$ cat config.mk
export PLATFORM = sky130hd
export DESIGN_NAME = boardDecoder
export DESIGN_NICKNAME = d
export VERILOG_FILES = /design/src/rtl/boardDecodePkg.sv /design/src/rtl/decodeDatapath.sv /design/src/rtl/decodeControl.sv /design/src/rtl/boardDecoder.sv
export SDC_FILE = /design/constraint.sdc
export NUM_CORES = 1
export LEC_CHECK = 0
export ABC_AREA = 1
export BUFFER_PORTS_ARGS = -buffer_cell sky130_fd_sc_hd__buf_2
export CAP_MARGIN = 20
export CORE_AREA = 10 10 47 49
export DETAILED_ROUTE_END_ITERATION = 7
export DIE_AREA = 0 0 57 59
export GPL_TIMING_DRIVEN = 1
export PLACE_DENSITY = 0.5
export SLEW_MARGIN = 5
export SYNTH_ARGS = -nofsm -noshare
export SYNTH_HDL_FRONTEND = slang
export SYNTH_SLANG_ARGS = --single-unit
$ cat constraint.sdc
create_clock -name vclk -period 1.3
set_input_delay 0.325 -clock vclk [all_inputs]
set_output_delay 0.325 -clock vclk [all_outputs]
set_load 0.005 [all_outputs]
$ cat src/rtl/boardDecodePkg.sv
package boardDecodePkg;
  // Address geometry (bit indices of the CPU byte address)
  localparam int ADDR_MSB   = 23;
  localparam int ADDR_LSB   = 1;
  localparam int WINDOW_LSB = 17;
  localparam int BLOCK_LSB  = 14;
  localparam int VECTOR_LSB = 3;

  localparam int BLOCK_IDX_W = WINDOW_LSB - BLOCK_LSB;
  localparam int BLOCK_COUNT = 1 << BLOCK_IDX_W;

  // Block indices inside the decode window
  localparam int BLK_RAM0   = 0;
  localparam int BLK_RAM1   = 1;
  localparam int BLK_ROM0   = 2;
  localparam int BLK_ROM1   = 3;
  localparam int BLK_PERIPH = 4;

  // Strobes from datapath to control
  typedef struct packed {
    logic                   windowHit;
    logic [BLOCK_IDX_W-1:0] blockIdx;
    logic                   vectorHit;
    logic                   cycleActive;
  } decodeStrobes_t;
endpackage

$ cat src/rtl/decodeDatapath.sv
module decodeDatapath
  import boardDecodePkg::*;
#(
  parameter int MSB  = ADDR_MSB,
  parameter int LSB  = ADDR_LSB,
  parameter int WLSB = WINDOW_LSB,
  parameter int BLSB = BLOCK_LSB,
  parameter int VLSB = VECTOR_LSB
) (
  input  logic [MSB:LSB]  addr,
  input  logic            as_n,
  output decodeStrobes_t  strobes
);
  localparam int WINDOW_W = MSB - WLSB + 1;
  localparam int VECTOR_W = MSB - VLSB + 1;

  logic [WINDOW_W-1:0] upperBits;
  logic [VECTOR_W-1:0] vectorBits;

  assign upperBits  = addr[MSB:WLSB];
  assign vectorBits = addr[MSB:VLSB];

  always_comb begin
    strobes.windowHit   = (upperBits == '0);
    strobes.blockIdx    = addr[WLSB-1:BLSB];
    strobes.vectorHit   = (vectorBits == '0);
    strobes.cycleActive = ~as_n;
  end
endmodule

$ cat src/rtl/decodeControl.sv
module decodeControl
  import boardDecodePkg::*;
(
  input  decodeStrobes_t strobes,
  output logic [1:0]     ramSel_n,
  output logic [1:0]     romSel_n,
  output logic           periphSel_n,
  output logic           vectorFlag_n
);
  logic [BLOCK_COUNT-1:0] blockHit;

  for (genvar blk = 0; blk < BLOCK_COUNT; blk++) begin : g_block
    assign blockHit[blk] = strobes.windowHit &&
                           (strobes.blockIdx == BLOCK_IDX_W'(blk));
  end

  logic ram0Req, ram1Req, rom0Req, rom1Req, periphReq;

  always_comb begin
    // Boot-vector overlay: steer the vector range from RAM bank 1 to ROM bank 1
    ram0Req   = blockHit[BLK_RAM0] && !strobes.vectorHit;
    ram1Req   = blockHit[BLK_RAM1];
    rom0Req   = blockHit[BLK_ROM0] || strobes.vectorHit;
    rom1Req   = blockHit[BLK_ROM1];
    periphReq = blockHit[BLK_PERIPH];

    ramSel_n     = ~({ram1Req, ram0Req} & {2{strobes.cycleActive}});
    romSel_n     = ~({rom1Req, rom0Req} & {2{strobes.cycleActive}});
    periphSel_n  = ~(periphReq && strobes.cycleActive);
    vectorFlag_n = ~strobes.vectorHit;
  end
endmodule

$ cat src/rtl/boardDecoder.sv
module boardDecoder
  import boardDecodePkg::*;
(
  input  logic [ADDR_MSB:ADDR_LSB] addr,
  input  logic                     as_n,
  output logic [1:0]               ramSel_n,
  output logic [1:0]               romSel_n,
  output logic                     periphSel_n,
  output logic                     vectorFlag_n
);
  decodeStrobes_t strobes;

  decodeDatapath i_datapath (
    .addr    (addr),
    .as_n    (as_n),
    .strobes (strobes)
  );

  decodeControl i_control (
    .strobes      (strobes),
    .ramSel_n     (ramSel_n),
    .romSel_n     (romSel_n),
    .periphSel_n  (periphSel_n),
    .vectorFlag_n (vectorFlag_n)
  );
endmodule

# Word level (Yosys, flattened, before mapping)
# Index checks and enable logic that the tools add are counted.
dict set report classes {
  n_bitwise 7
  eq_ne 4
  reduce_logical 12
}
# cell count
set op_table {}
lappend op_table {{logical NOT 21 bit} 1}
lappend op_table {{logical AND 1 bit} 7}
lappend op_table {{logical NOT 7 bit} 1}
lappend op_table {{== test 3 x 2 -> 1 bit (second input constant)} 2}
lappend op_table {{bitwise AND 2 bit} 2}
lappend op_table {{NOT 2 bit} 2}
lappend op_table {{== test 3 x 1 -> 1 bit (second input constant)} 1}
lappend op_table {{== test 3 bit (second input constant)} 1}
lappend op_table {{logical NOT 3 bit} 1}
lappend op_table {{NOT 1 bit} 3}
lappend op_table {{logical NOT 1 bit} 1}
lappend op_table {{logical OR 1 bit} 1}
dict set report word_totals {
  elab_cells 23
  regBits 0
}

# Longest topological paths before layout
dict set report depth {
  depth_word 5
  ltp_mapped 6
}

# Cells and area by module
# Synthesis repeated with hierarchy kept, for this count alone.
dict set report unflattened {
  hier_cells 38
  area_unflattened_um2 178.9
}
# mod seq_area_each_um2 area_per_inst_um2 n_inst cells_each
set by_module_without_submodules {}
lappend by_module_without_submodules {decodeDatapath 0.0 115.1 1 24}
lappend by_module_without_submodules {decodeControl 0.0 63.8 1 14}

# Worst setup path after synthesis
# Ideal clock, no wire load.
dict set report synth_path {
  kind {input to output}
  startpoint {input port addr[22] (netlist name)}
  endpoint {output port periphSel_n}
  arrival_time_ns 0.840
  setup_slack_ns 0.135
  required_ns 0.975
  path_buffers 0
  cell_stages 4
  path_cell_list {nor2_1 > nand2_1 > nor3b_2 > nand4_1}
}
dict set report synth_between {
  elab_chain_cells 4
}
# item line_no
set synth_lines {}
lappend synth_lines {{start: declaration} boardDecoder.sv:4} ;# input logic [ADDR_MSB:ADDR_LSB] addr,
lappend synth_lines {{logical NOT 7 bit} decodeDatapath.sv:24} ;# strobes.windowHit = (upperBits == '0);
lappend synth_lines {{logical AND 1 bit} decodeControl.sv:13} ;# assign blockHit[blk] = strobes.windowHit &&
lappend synth_lines {{logical AND 1 bit} decodeControl.sv:29} ;# periphSel_n = ~(periphReq && strobes.cycleActive);
lappend synth_lines {{NOT 1 bit} decodeControl.sv:29}
lappend synth_lines {{end: declaration} boardDecoder.sv:8} ;# output logic periphSel_n,
# No other way between the ends.

# Final worst setup path
dict set report layout_path {
  startpoint {input port addr[21] (netlist name)}
  endpoint {output port ramSel_n[1]}
}
dict set report layout_between {
  elab_chain_cells 4
}
# item line_no
set layout_lines {}
lappend layout_lines {{logical NOT 7 bit} decodeDatapath.sv:24}
lappend layout_lines {{logical AND 1 bit} decodeControl.sv:13}
lappend layout_lines {{bitwise AND 2 bit} decodeControl.sv:27} ;# ramSel_n = ~({ram1Req, ram0Req} & {2{strobes.cycleActive}});
lappend layout_lines {{NOT 2 bit} decodeControl.sv:27}
lappend layout_lines {{end: declaration} boardDecoder.sv:6} ;# output logic [1:0] ramSel_n,
# No other way between the ends.

==> metrics.md <==
| Metric | Value |
|---|---|
| Status | finished, violations left |
| Failing checks | setup timing |
| Max-slew headroom | between 80% and 90% |
| Top cells by count, synth | 10 x nor2_1, 8 x nand2_1, 5 x inv_1 |
| Netlist Area Pre-Place | between 150 and 200 µm² |
| Share of the synthesized area in the top cell type | between 20% and 30% |
| Iteration-0 DRC Markers | 1 |
| Post-synth top area cell | nor2_1 |
| DRC | 0 |
| Max Clock Freq | between 700 and 800 MHz |
| Chip height | 59 µm |
| Final hold vios | 0 |
| First-pass GRT wire length | approximately 1400 µm |
| Top post-synthesis cells by area | nor2_1 21%, nand2_1 17%, inv_1 10% |
| Wire length per cell | 9.37 µm |
| Vias/cell | just under 4 |
| Grt ovf | 0 |
| Initial antenna violation count | 0 |
| Worst hold-check path type | primary input to primary output |
| Sw Share | ~43% |
| WS Path Type | primary input to primary output |
| Distinct cells, synth | 11 |
| Sequential element share of the synthesized area | 0% |
| Final net count | 92 |
| Period utilization | 110% |
| P_int | roughly 0.000042 W |
| Clock share of power | 0% |
| Row Count | 14 |
| Routed via count | 320 |
| CP startpoint kind | primary input |
| Largest net degree at the start of global routing | 6 |
| Die area | 3360 µm² |
| Critical Path RT | between 0.9 and 1 ns |
| Inst Count DP | between 80 and 90 |
| Storage element area | 0 µm² |
| Post-Place Setup Slack | -0.188 ns |
| Psw | approximately 0.000032 W |
| GPL Wtd Cong | approximately 0.72 |
| Worst Setup End Kind | primary output |
| Clock buf count | 0 |
| Synthesized area per cell | a little under 5 µm² |
| WHS | 0.964 ns |
| Crit path setup slack, layout | -0.124 ns |
| DRT Pass-1 Iters | 2 |
| GRT Overall Usage | roughly 4.7% |
| Vias in the first global route | between 300 and 400 |
| Hold_sp | as_n |
| Routed WL | roughly 770 µm |
| Core area | between 1000 and 1500 µm² |
| Syn Nets | 60 |
| Final setup vio count | 5 |
| Non-filler instance count after layout | 82 |
| Seq pwr share | 0% |
| Detail Route Antenna Nets | 0 |
| Pwr per Cell Area | a little under 200 nW/µm² |
| Period minus WS final | 1.42 ns |
| Number of max-cap violations | 0 |
| Worst-path maximum fanout | 4 |
| Crit. Startpoint | addr[21] |
| Hold Buf Count CTS | 0 |
| Most common cell in the netlist | nor2_1 |
| Pins Over Slew Limit | 0 |
| Count of flip-flops and latches | 0 |
| RSZ-0062 raised after global routing | true |
| Peak supply drop | 0.0000451 V |
| Die W | 57 µm |
| P_leak | between 0.15 and 0.2 nW |
| Post-synthesis cell count | 36 |
| Combinational share of power | 100.0% |
| # IOs | 30 |
| Final antenna diode count | 0 |
| Slowest stage delay, CP | 0.26 ns |
| PortBufs | 28 |
| Layout area overhead | 114% |
| Worst EP arrival | roughly 1.1 ns |
| Worst-Margin Slew | ~0.24 ns |
| CP max-delay cell | nor3b_4 |
| Yosys warns | 0 |
| Crit-path cells | buf_6, nor2_4, nand2_2, nor3b_4, nand4_1, buf_2 |
| Starting density of the core | between 10% and 20% |
| Share of cells above drive strength 1 | 57.6% |
## worst max-delay path: cells and delay by family
| kind | cells | cell delay [ns] |
|---|---|---|
| buf+inv | 2 | 0.24 |
| simple gates | 4 | 0.54 |
## power by group through the flow
stage / combinational (W) / clock (W) / sequential (W)
2_1_floorplan: 0.0000209 / 0 / 0
6_report: 0.0000743 / 0 / 0
3_3_place_gp: 0.0000650 / 0 / 0
5_1_grt: 0.0000854 / 0 / 0
4_1_cts: 0.0000700 / 0 / 0
3_5_place_dp: 0.0000661 / 0 / 0
## metrics by stage
stage | cell area [µm²] | power (W) | utilization, % | setup TNS [ns]
after global placement | 354 | 0.0000650 | 25.3 | -0.765
after floorplan | 179 | 0.0000209 | - | 0
final | 383 | 0.0000743 | 27.3 | -0.541
after detailed placement | 354 | 0.0000661 | 25.3 | -0.806
after CTS | 367 | 0.0000700 | 26.2 | -0.666
after global routing | 383 | 0.0000854 | 27.3 | -1.13
## cells by family after synthesis
kind of cell | count (synthesis) | synth area share (%)
buffers and inverters | 5 | 10.5
AND/OR/NAND/NOR | 31 | 89.5
## metal layers
metal | track usage (%) | share of wire [%]
met1 | 5.69 | 44
met2 | 8.53 | 47
met3 | 1.07 | 8.7
met4 | 0 | 0
met5 | 0 | 0
## area by class of cell
cell class	count	area, µm²
tap	16	20.0
multi-input combinational	31	176
inverter	5	18.8
fill	164	1020
timing repair buffer	30	168
## timing repair
action	in CTS	in global routing
pin swaps	2	7
setup buffers	0	0
endpoints found under the setup margin	6	6
gates resized for setup	2	4
## worst paths after layout
path | endpoint | cells past startpoint
worst max-delay path | ramSel_n[1] | 6
worst min-delay path | periphSel_n | 4
## cells in the final DEF (no fill, tap or decap)
cell,count
buf_2,26
buf_4,2
buf_6,2
inv_1,5
nand2_1,7
nand2_2,1
nand3_1,2
nand3_2,1
nand4_1,3
nor2_1,9
nor2_2,3
nor2_4,2
nor3_1,1
nor3b_4,1
nor4_1,1
Note: power is estimated with default switching activity, not from simulation.
